==> config.mk <==
export PLATFORM = sky130hd
export DESIGN_NAME = dvfs_seq
export DESIGN_NICKNAME = d
export VERILOG_FILES = /design/src/rtl/dvfs_pkg.sv /design/src/rtl/dvfs_level_map.sv /design/src/rtl/dvfs_wait_timer.sv /design/src/rtl/dvfs_req_latch.sv /design/src/rtl/dvfs_seq.sv
export SDC_FILE = /design/constraint.sdc
export NUM_CORES = 1
export LEC_CHECK = 0
export BUFFER_PORTS_ARGS = -buffer_cell sky130_fd_sc_hd__buf_2
export CORE_UTILIZATION = 40
export CTS_BUF_LIST = sky130_fd_sc_hd__clkbuf_4 sky130_fd_sc_hd__clkbuf_8
export DETAILED_ROUTE_END_ITERATION = 7
export SYNTH_ARGS = -nofsm -noshare
export SYNTH_HDL_FRONTEND = slang
export SYNTH_HIERARCHICAL = 1
export SYNTH_SLANG_ARGS = --single-unit
==> constraint.sdc <==
create_clock -name clk -period 8 [get_ports clk]
set_clock_uncertainty 0.1 [all_clocks]
set_input_delay 0 -clock clk [delete_from_list [all_inputs] [get_ports clk]]
set_output_delay 0 -clock clk [all_outputs]
set_load 0.01 [all_outputs]
==> src/rtl/dvfs_pkg.sv <==
package dvfs_pkg;

    typedef enum logic [2:0] {
        ST_IDLE,
        ST_UP_VOLT,
        ST_UP_LOCK,
        ST_DN_LOCK,
        ST_DN_VOLT,
        ST_FAULT
    } seq_state_t;

    // Linear spread of a level index over the full code range.
    function automatic int unsigned lvl_to_code(input int unsigned lvl,
                                                input int unsigned top_lvl,
                                                input int unsigned max_code);
        return (lvl * max_code) / top_lvl;
    endfunction

endpackage

==> src/rtl/dvfs_level_map.sv <==
module dvfs_level_map
    import dvfs_pkg::*;
#(
    parameter int NUM_LEVELS = 12,
    parameter int LVL_W      = 4,
    parameter int VCODE_W    = 5,
    parameter int FCODE_W    = 4
) (
    input  logic [LVL_W-1:0]   lvl,
    output logic [VCODE_W-1:0] vcode,
    output logic [FCODE_W-1:0] fcode
);

    localparam int TOP_LVL = NUM_LEVELS - 1;
    localparam int VMAX    = (1 << VCODE_W) - 1;
    localparam int FMAX    = (1 << FCODE_W) - 1;

    logic [VCODE_W-1:0] vtab [NUM_LEVELS];
    logic [FCODE_W-1:0] ftab [NUM_LEVELS];

    for (genvar g = 0; g < NUM_LEVELS; g++) begin : g_row
        assign vtab[g] = VCODE_W'(lvl_to_code(g, TOP_LVL, VMAX));
        assign ftab[g] = FCODE_W'(lvl_to_code(g, TOP_LVL, FMAX));
    end

    assign vcode = vtab[lvl];
    assign fcode = ftab[lvl];

endmodule

==> src/rtl/dvfs_wait_timer.sv <==
module dvfs_wait_timer #(
    parameter int TMO_CYC = 64
) (
    input  logic clk,
    input  logic rst_n,
    input  logic clear,
    input  logic run,
    output logic first,
    output logic expired
);

    localparam int                CNT_W = $clog2(TMO_CYC + 1);
    localparam logic [CNT_W-1:0]  LAST  = CNT_W'(TMO_CYC - 1);

    logic [CNT_W-1:0] cnt;

    always_ff @(posedge clk or negedge rst_n) begin
        if (!rst_n) begin
            cnt <= '0;
        end else if (clear) begin
            cnt <= '0;
        end else if (run && (cnt != LAST)) begin
            cnt <= cnt + 1'b1;
        end
    end

    assign first   = (cnt == '0);
    assign expired = run && (cnt == LAST);

endmodule

==> src/rtl/dvfs_req_latch.sv <==
module dvfs_req_latch #(
    parameter int LVL_W = 4
) (
    input  logic             clk,
    input  logic             rst_n,
    input  logic             capture,
    input  logic [LVL_W-1:0] in_lvl,
    input  logic             consume,
    output logic             pend_vld,
    output logic [LVL_W-1:0] pend_lvl
);

    always_ff @(posedge clk or negedge rst_n) begin
        if (!rst_n) begin
            pend_vld <= 1'b0;
            pend_lvl <= '0;
        end else if (capture) begin
            pend_vld <= 1'b1;
            pend_lvl <= in_lvl;
        end else if (consume) begin
            pend_vld <= 1'b0;
        end
    end

endmodule

==> src/rtl/dvfs_seq.sv <==
module dvfs_seq
    import dvfs_pkg::*;
#(
    parameter int NUM_LEVELS = 12,
    parameter int REQ_W      = 4,
    parameter int VCODE_W    = 5,
    parameter int FCODE_W    = 4,
    parameter int TMO_CYC    = 64,
    parameter int RESET_LVL  = 0
) (
    input  logic               clk,
    input  logic               rst_n,
    input  logic               req_valid,
    input  logic [REQ_W-1:0]   req_level,
    input  logic               vdd_settled,
    input  logic               pll_locked,
    output logic [VCODE_W-1:0] vdd_code,
    output logic [FCODE_W-1:0] freq_code,
    output logic               pll_relock,
    output logic               core_stall,
    output logic               timeout_err
);

    localparam int                 LVL_W   = $clog2(NUM_LEVELS);
    localparam int                 TOP_LVL = NUM_LEVELS - 1;
    localparam int                 VMAX    = (1 << VCODE_W) - 1;
    localparam int                 FMAX    = (1 << FCODE_W) - 1;
    localparam logic [REQ_W-1:0]   TOP_RAW = REQ_W'(TOP_LVL);
    localparam logic [LVL_W-1:0]   RST_L   = LVL_W'(RESET_LVL);
    localparam logic [VCODE_W-1:0] RST_V   = VCODE_W'(lvl_to_code(RESET_LVL, TOP_LVL, VMAX));
    localparam logic [FCODE_W-1:0] RST_F   = FCODE_W'(lvl_to_code(RESET_LVL, TOP_LVL, FMAX));

    seq_state_t state, state_n;

    logic [LVL_W-1:0]   cur_lvl, tgt_lvl;
    logic [VCODE_W-1:0] tgt_v, vdd_q;
    logic [FCODE_W-1:0] tgt_f, frq_q;

    logic [LVL_W-1:0]   req_clamped;
    logic               pend_vld;
    logic [LVL_W-1:0]   pend_lvl;
    logic               sel_vld;
    logic [LVL_W-1:0]   sel_lvl;
    logic [VCODE_W-1:0] map_v;
    logic [FCODE_W-1:0] map_f;
    logic               go_up, go_dn;
    logic               waiting, wait_first, wait_expired;

    // Clamp incoming request into the valid level range
    assign req_clamped = LVL_W'((req_level > TOP_RAW) ? TOP_RAW : req_level);

    assign waiting = (state == ST_UP_VOLT) || (state == ST_UP_LOCK) ||
                     (state == ST_DN_LOCK) || (state == ST_DN_VOLT);

    dvfs_req_latch #(.LVL_W(LVL_W)) u_latch (
        .clk      (clk),
        .rst_n    (rst_n),
        .capture  (req_valid && waiting),
        .in_lvl   (req_clamped),
        .consume  (state == ST_IDLE),
        .pend_vld (pend_vld),
        .pend_lvl (pend_lvl)
    );

    // A fresh strobe outranks an older latched request
    assign sel_vld = req_valid || pend_vld;
    assign sel_lvl = req_valid ? req_clamped : pend_lvl;

    dvfs_level_map #(
        .NUM_LEVELS (NUM_LEVELS),
        .LVL_W      (LVL_W),
        .VCODE_W    (VCODE_W),
        .FCODE_W    (FCODE_W)
    ) u_map (
        .lvl   (sel_lvl),
        .vcode (map_v),
        .fcode (map_f)
    );

    dvfs_wait_timer #(.TMO_CYC(TMO_CYC)) u_timer (
        .clk     (clk),
        .rst_n   (rst_n),
        .clear   (state_n != state),
        .run     (waiting),
        .first   (wait_first),
        .expired (wait_expired)
    );

    assign go_up = (state == ST_IDLE) && sel_vld && (sel_lvl > cur_lvl);
    assign go_dn = (state == ST_IDLE) && sel_vld && (sel_lvl < cur_lvl);

    // Next-state logic; an indication in the expiry cycle still wins
    always_comb begin
        state_n = state;
        unique case (state)
            ST_IDLE: begin
                if (go_up)      state_n = ST_UP_VOLT;
                else if (go_dn) state_n = ST_DN_LOCK;
            end
            ST_UP_VOLT: begin
                if (vdd_settled && !wait_first) state_n = ST_UP_LOCK;
                else if (wait_expired)          state_n = ST_FAULT;
            end
            ST_UP_LOCK: begin
                if (pll_locked && !wait_first)  state_n = ST_IDLE;
                else if (wait_expired)          state_n = ST_FAULT;
            end
            ST_DN_LOCK: begin
                if (pll_locked && !wait_first)  state_n = ST_DN_VOLT;
                else if (wait_expired)          state_n = ST_FAULT;
            end
            ST_DN_VOLT: begin
                if (vdd_settled && !wait_first) state_n = ST_IDLE;
                else if (wait_expired)          state_n = ST_FAULT;
            end
            ST_FAULT: state_n = ST_FAULT;
            default:  state_n = ST_FAULT;
        endcase
    end

    // State register
    always_ff @(posedge clk or negedge rst_n) begin
        if (!rst_n) state <= ST_IDLE;
        else        state <= state_n;
    end

    // Level bookkeeping and code registers
    always_ff @(posedge clk or negedge rst_n) begin
        if (!rst_n) begin
            cur_lvl <= RST_L;
            tgt_lvl <= RST_L;
            tgt_v   <= RST_V;
            tgt_f   <= RST_F;
            vdd_q   <= RST_V;
            frq_q   <= RST_F;
        end else begin
            unique case (state)
                ST_IDLE: begin
                    if (go_up || go_dn) begin
                        tgt_lvl <= sel_lvl;
                        tgt_v   <= map_v;
                        tgt_f   <= map_f;
                    end
                    if (go_up) vdd_q <= map_v;
                    if (go_dn) frq_q <= map_f;
                end
                ST_UP_VOLT: begin
                    if (state_n == ST_UP_LOCK) frq_q <= tgt_f;
                end
                ST_UP_LOCK: begin
                    if (state_n == ST_IDLE) cur_lvl <= tgt_lvl;
                end
                ST_DN_LOCK: begin
                    if (state_n == ST_DN_VOLT) vdd_q <= tgt_v;
                end
                ST_DN_VOLT: begin
                    if (state_n == ST_IDLE) cur_lvl <= tgt_lvl;
                end
                ST_FAULT: begin
                end
                default: begin
                end
            endcase
        end
    end

    // Outputs
    always_comb begin
        vdd_code    = vdd_q;
        freq_code   = frq_q;
        core_stall  = (state == ST_UP_LOCK) || (state == ST_DN_LOCK);
        pll_relock  = core_stall && wait_first;
        timeout_err = (state == ST_FAULT);
    end

endmodule

[Yosys cells after proc, flatten, opt, wreduce, memory -nomap -nowiden]
Memory sizes are Yosys's and may differ from the RTL's.
Cells that the tools add are included.
Storage, ports and cells
  register bits after elaboration: 41
  bits in read-only memories: 144
  input bits: 9
  memories kept: 2
Operators by class
  add/sub/neg operators: 1
  order comparisons: 4
  eq/ne operators: 14
  muxes and demuxes: 24
  bitwise logic cells: 1
  reductions and logical operators: 28
Memory list
  (name not given): depth 16, bits a word 5, read ports 1, clocked after Yosys merged registers in 0, write ports 0, line dvfs_level_map.sv:26  | assign vcode = vtab[lvl];
  (name not given): depth 16, bits a word 4, read ports 1, clocked after Yosys merged registers in 0, write ports 0, line dvfs_level_map.sv:27  | assign fcode = ftab[lvl];
Operators with widths (count)
  4-bit two-way mux: 6
  3-bit two-way mux: 7
  5-bit two-way mux: 4
  3-bit case mux with 5 select lines: 1
  7-bit two-way mux: 2
  5-bit case mux with 2 select lines: 1
  3-bit by 2-bit equality test with 1-bit output, second input constant: 3
  3-bit equality test, second input constant: 3
  1-bit logical AND: 9
  4-bit case mux with 2 select lines: 1
  2-bit nonzero test: 4
  7-bit by 1-bit adder with 7-bit output, second input constant: 1
  7-bit by 6-bit equality test with 1-bit output, second input constant: 1
  7-bit logical NOT: 1
  7-bit by 6-bit inequality test with 1-bit output, second input constant: 1
  3-bit logical NOT: 2
  1-bit logical OR: 6
  3-bit AND reduction: 2
  5-bit greater-or-equal comparator, second input constant: 1
  4-bit inverter with 5-bit output: 1
  4-bit > comparator: 1
  4-bit > comparator, second input constant: 1
  4-bit less-than comparator: 1
  2-bit by 1-bit inequality test with 1-bit output, second input constant: 2
  other kinds (7): 10

[Longest topological paths before layout]
  word-level depth: 11
  depth in mapped cells: 15
  gate-level depth less buffers: 12

[Cells and area by module]
Netlist, hierarchy kept.
By module, submodules not included
  dvfs_seq: instances 1, cells each 148, area an instance 1651.6 um^2, sequential area each 725.7 um^2
  dvfs_wait_timer: instances 1, cells each 42, area an instance 446.7 um^2, sequential area each 175.2 um^2
  dvfs_level_map: instances 1, cells each 32, area an instance 262.8 um^2, sequential area each 0.0 um^2
  dvfs_req_latch: instances 1, cells each 11, area an instance 182.7 um^2, sequential area each 125.1 um^2

[Worst setup path before layout]
Ideal clock, no wire load.
  path kind: register -> register
  start: register state[1]
  end: register u_timer.cnt[0]
  setup time: 0.125 ns
  data arrival time: 2.529 ns
  slack: 5.246 ns
  stages on the path, launching flop included: 16
  clock period less this slack: 2.754 ns
  path through: dfrtp_1 > clkbuf_1 > nor2_1 > nor2_1 > nor2_1 > and2_0 > buf_2 > nand3_1 > nor2_1 > nand2_1 > a21boi_0 > a311oi_1 > o221ai_1 > buf_1 > nor2_1 > mux2_4
Between the ends
  longest elaborated chain between the ends: 10
Ends and longest elaborated chain
  from (decl): line dvfs_seq.sv:33  | seq_state_t state, state_n;
  from (signal assigned): line dvfs_seq.sv:124  | else state <= state_n;
  3-bit by 1-bit equality test with 1-bit output or 3-bit by 2-bit equality test with 1-bit output (tied branches): line dvfs_seq.sv:52  | assign waiting = (state == ST_UP_VOLT) || (state == ST_UP_LOCK) ||
  1-bit logical OR (2 in series): line dvfs_seq.sv:52
  1-bit logical OR *: line dvfs_seq.sv:53  | (state == ST_DN_LOCK) || (state == ST_DN_VOLT);
  named net waiting: line dvfs_seq.sv:47  | logic waiting, wait_first, wait_expired;
  1-bit logical AND *: line dvfs_wait_timer.sv:28  | assign expired = run && (cnt == LAST);
  named net wait_expired: line dvfs_seq.sv:47
  3-bit two-way mux *
  3-bit two-way mux, on equally long branches
  3-bit case mux with 5 select lines *: line dvfs_seq.sv:95  | unique case (state)
  3-bit inequality test *: line dvfs_seq.sv:83  | .clear (state_n != state),
  7-bit two-way mux or 2-bit nonzero test (tied branches)
  to (signal assigned): line dvfs_wait_timer.sv:23  | cnt <= cnt + 1'b1;
  to (decl): line dvfs_wait_timer.sv:15  | logic [CNT_W-1:0] cnt;
Mark *: on every way through the listed nets, which the timed path passes. The rest lies on a longest branch.
A chain may end at the register's enable or synchronous reset.

[Worst setup path after layout]
  start: register state[0]
  end: register u_timer.cnt[0]
The elaborated chain is that of the path after synthesis.

==> impl_metrics.xml <==
<?xml version="1.0" encoding="UTF-8"?>
<metrics>
  <group name="synth">
    <metric name="asyncSetResetFlopFracSynth" unit="%">100.0</metric>
    <metric name="syn-mean-instance-area" unit="sq um">10.92</metric>
    <metric name="synth_flop_type" unit="">sky130_fd_sc_hd__dfrtp_1</metric>
    <metric name="post_synth_inst_count" unit="">233</metric>
    <metric name="yosys.cell_types.count" unit="">53</metric>
    <metric name="ys_seq_area_share" unit="%">40.33</metric>
    <metric name="synth_enable_flop_cells" unit="">0</metric>
    <metric name="yosysWarningCount" unit="">6</metric>
    <metric name="synth.net_count" unit="">254</metric>
    <metric name="flops_latches_synth" unit="">41</metric>
    <metric name="synth.cell_area" unit="sq mm">0.002544</metric>
  </group>
  <group name="cells_and_area">
    <metric name="post_route_cells_drive_above_1_share" unit="%">30.83</metric>
    <metric name="area_growth" unit="%">10.87</metric>
    <metric name="final_cell_mix" unit="">sky130_fd_sc_hd__dfrtp_1 (41), sky130_fd_sc_hd__mux2_2 (29), sky130_fd_sc_hd__buf_2 (20)</metric>
    <metric name="final_nets" unit="">273</metric>
    <metric name="layout.cells.most_common" unit="">sky130_fd_sc_hd__dfrtp_1</metric>
    <metric name="antenna_cells_inserted" unit="">0</metric>
    <metric name="finish.cell_count_without_fillers" unit="">328</metric>
  </group>
  <group name="sta">
    <metric name="timing_hold_violations_final" unit="">0</metric>
    <metric name="report.final.setup_viol" unit="">0</metric>
    <metric name="timing_max_transition_violations_final" unit="">0</metric>
    <metric name="post-route-min-period" unit="ns">3.306</metric>
    <metric name="layout_worst_path_cycle_share" unit="%">41.32</metric>
    <metric name="layout_setup_ws" unit="ns">4.694</metric>
    <metric name="max_slew_headroom" unit="%">38.14</metric>
    <metric name="maxClockFrequency" unit="GHz">0.3025</metric>
    <metric name="tns" unit="ns">0</metric>
    <metric name="rsz_0062_raised_after_global_routing" unit="">false</metric>
    <metric name="worstMarginPinSlew" unit="ns">0.9279</metric>
  </group>
  <group name="power_and_ir_drop">
    <metric name="power.density" unit="mW/mm^2">360.3</metric>
    <metric name="leakage" unit="nW">1.266</metric>
    <metric name="internal_power" unit="W">0.0006362</metric>
    <metric name="seq_power_share" unit="%">35.1</metric>
    <metric name="peak_supply_drop" unit="uV">160.5</metric>
    <metric name="power_frac_clock" unit="%">16.6</metric>
    <metric name="logic_gate_share_of_total_power" unit="%">48.3</metric>
    <metric name="total_switching_power" unit="W">0.0003799</metric>
    <metric name="power.share.switching" unit="%">37.39</metric>
  </group>
  <group name="run">
    <metric name="max-cap-violations" unit="">0</metric>
  </group>
  <group name="clock_tree">
    <metric name="post-cts-setup-buffer-count" unit="">0</metric>
    <metric name="htree_levels" unit="">2</metric>
    <metric name="clk_latency" unit="ns">0.29</metric>
    <metric name="cts.repair.resized" unit="">0</metric>
    <metric name="cts_inserted_buffers" unit="">5</metric>
    <metric name="cts-root-buf" unit="">sky130_fd_sc_hd__clkbuf_8</metric>
    <metric name="clock_path_buffers" unit="">2</metric>
    <metric name="clkTransAtPathRegs" unit="ns">0.08</metric>
    <metric name="tritoncts" unit="">yes</metric>
    <metric name="cts.sink_count" unit="">41</metric>
  </group>
  <group name="floorplanning">
    <metric name="i_o_pins" unit="">21</metric>
    <metric name="floorplan.die.width" unit="um">81.75</metric>
    <metric name="initial_core_utilization" unit="%">42.21</metric>
    <metric name="row_count" unit="">28</metric>
    <metric name="core_area" unit="sq mm">0.006026</metric>
    <metric name="floorplan.die_area" unit="sq mm">0.006682</metric>
    <metric name="chipHeight" unit="um">81.75</metric>
  </group>
  <group name="global_routing">
    <metric name="grt_pass1_wl" unit="mm">7.990</metric>
    <metric name="grt_pass1_vias" unit="">1766</metric>
    <metric name="grt.overflow.total" unit="">0</metric>
    <metric name="grt_max_degree" unit="">42</metric>
    <metric name="grt_util_all_layers" unit="%">15.79</metric>
    <metric name="initial_antenna_violation_count" unit="">0</metric>
  </group>
  <group name="place">
    <metric name="placedCellCount" unit="">314</metric>
    <metric name="dp_hpwl" unit="mm">3.326</metric>
    <metric name="detailedPlace.worstSlack" unit="ns">4.746</metric>
    <metric name="place_congestion" unit="">0.7810</metric>
    <metric name="io_buffers" unit="">20</metric>
  </group>
  <group name="critical_path">
    <metric name="crit_start" unit="">state[0]$_DFF_PN0_</metric>
    <metric name="criticalPathCategory" unit="">reg2reg</metric>
    <metric name="critical_path.startpoint_type" unit="">register</metric>
    <metric name="worstPathRequired" unit="ns">8.08</metric>
    <metric name="critPathCaptureType" unit="">register</metric>
    <metric name="worst_r2r_startpoint" unit="">state[0]$_DFF_PN0_</metric>
    <metric name="critical_path_arrival" unit="ns">3.39</metric>
    <metric name="critical_path.max_fanout" unit="">12</metric>
  </group>
  <group name="drt">
    <metric name="remaining_drc_errors" unit="">0</metric>
    <metric name="detailroute.via_count" unit="">1747</metric>
    <metric name="detail_route.wirelength" unit="mm">4.815</metric>
    <metric name="routed_wire_length_per_instance" unit="um">14.68</metric>
    <metric name="drt_first_iter_violations" unit="">53</metric>
    <metric name="firstDrtPassIters" unit="">4</metric>
    <metric name="routed_via_density" unit="">5.326</metric>
    <metric name="drtAntennaViolNets" unit="">0</metric>
  </group>
  <group name="worst_hold_path">
    <metric name="worstHoldStart" unit="">vdd_settled</metric>
    <metric name="hold_path.class" unit="">in2reg</metric>
  </group>
  <group name="outcome">
    <metric name="outcome" unit="">complete, no violations</metric>
  </group>
</metrics>
metal layers:
metal	routed length (um)	global-route usage (%)	up-vias
met5	0	0	-
met4	47	3.860	0
met3	126	3.333	4
met2	2276	27.27	23
met1	2364	19.97	861
li1	-	-	859
what timing repair did:
action                     in CTS  in global routing
setup endpoints to repair       0                  0
hold buffers                    6                  0
hold endpoints to repair       44                  0
cell usage after synthesis (all sizes together) (2+ instances only):
cell / number / area [sq um]
o221ai: 2 / 17.52
a31oi: 4 / 37.53
and3: 4 / 26.28
buf: 12 / 85.07
a21boi: 2 / 15.01
a21o: 4 / 32.53
mux2: 34 / 401.6
nor3: 2 / 15.01
clkbuf: 2 / 7.510
mux2i: 5 / 50.05
o21ai: 7 / 35.03
and2: 4 / 26.28
o31a: 4 / 35.03
dfrtp: 41 / 1026
nor3b: 2 / 15.01
ha: 12 / 150.1
a22oi: 4 / 30.03
a22o: 2 / 17.52
inv: 15 / 56.30
nand4: 2 / 27.53
nand2: 17 / 63.81
a21oi: 6 / 30.03
a311oi: 3 / 26.28
nor2: 13 / 48.80
nand2b: 9 / 58.81
nor2b: 8 / 65.07
worst paths after layout:
path	cells past startpoint	slack [ns]	end
setup / recovery	11	4.69	u_timer/cnt[0]$_DFFE_PN0P_
max in group asynchronous	2	6.93	tgt_lvl[2]$_DFFE_PN0P_
min in group asynchronous	2	0.27	u_timer/cnt[0]$_DFFE_PN0P_
hold reg to reg	2	0.39	freq_code[0]$_DFFE_PN0P_
setup reg to reg	11	4.69	u_timer/cnt[0]$_DFFE_PN0P_
hold / removal	4	0.02	state[2]$_DFF_PN0_
area by class of cell:
type | count | area, sq um
well taps | 75 | 93.84
clock buffers | 6 | 76.32
flip-flops and latches | 41 | 1026
clock inverters | 2 | 38.79
multi-input cells | 163 | 1369
inverters | 15 | 56.30
fillers | 573 | 3206
repair buffers | 26 | 160.2
power by group through the flow:
stage	clock network [W]	logic [W]	registers [W]
final	0.000169	0.000491	0.000357
after detailed placement	0	0.000490	0.000358
after global routing	0.000183	0.000548	0.000369
after CTS	0.000176	0.000495	0.000355
after global placement	0	0.000482	0.000355
after floorplan	0	0.000406	0.000345
registers in the layout, summed over array words and instances, names as in the netlist:
name	count
u_latch/pend_lvl	4
tgt_v	5
vdd_code	5
tgt_f	4
state	3
u_latch/pend_vld	1
u_timer/cnt	7
freq_code	4
tgt_lvl	4
cur_lvl	4
critical path, cell delays in order, from the launching register on:
cell and delay [ns]:
sky130_fd_sc_hd__dfrtp_1 0.61, sky130_fd_sc_hd__nor3_2 0.09, sky130_fd_sc_hd__nor2_1 0.20, sky130_fd_sc_hd__and2_0 0.31, sky130_fd_sc_hd__nand3_1 0.13, sky130_fd_sc_hd__nor2_1 0.36
sky130_fd_sc_hd__nand2_1 0.13, sky130_fd_sc_hd__a21boi_0 0.20, sky130_fd_sc_hd__a311oi_1 0.08, sky130_fd_sc_hd__o221ai_1 0.61, sky130_fd_sc_hd__nor2_1 0.08, sky130_fd_sc_hd__mux2_4 0.28
metrics by stage:
stage               hold slack [ns]  area (sq um)  utilization (%)  total power, W
floorplan                   -0.3956          2544                -       0.0007510
global placement            0.09519          2645            43.90       0.0008373
detailed placement           0.1016          2645            43.90       0.0008479
CTS                         0.01568          2820            46.80        0.001026
global route                0.06187          2820            46.80        0.001099
finish                      0.02375          2820            46.80        0.001016
logic make-up after synthesis:
family,synth area share (%)
AOI/OAI and AO/OA,14.12
xor gates and xnor gates,0.3444
muxes,17.76
DFF,40.33
adders and majority gates,5.902
buffers and inverters,5.853
and+or+nand+nor,15.69
No activity file was read; power rests on OpenSTA's default activity.
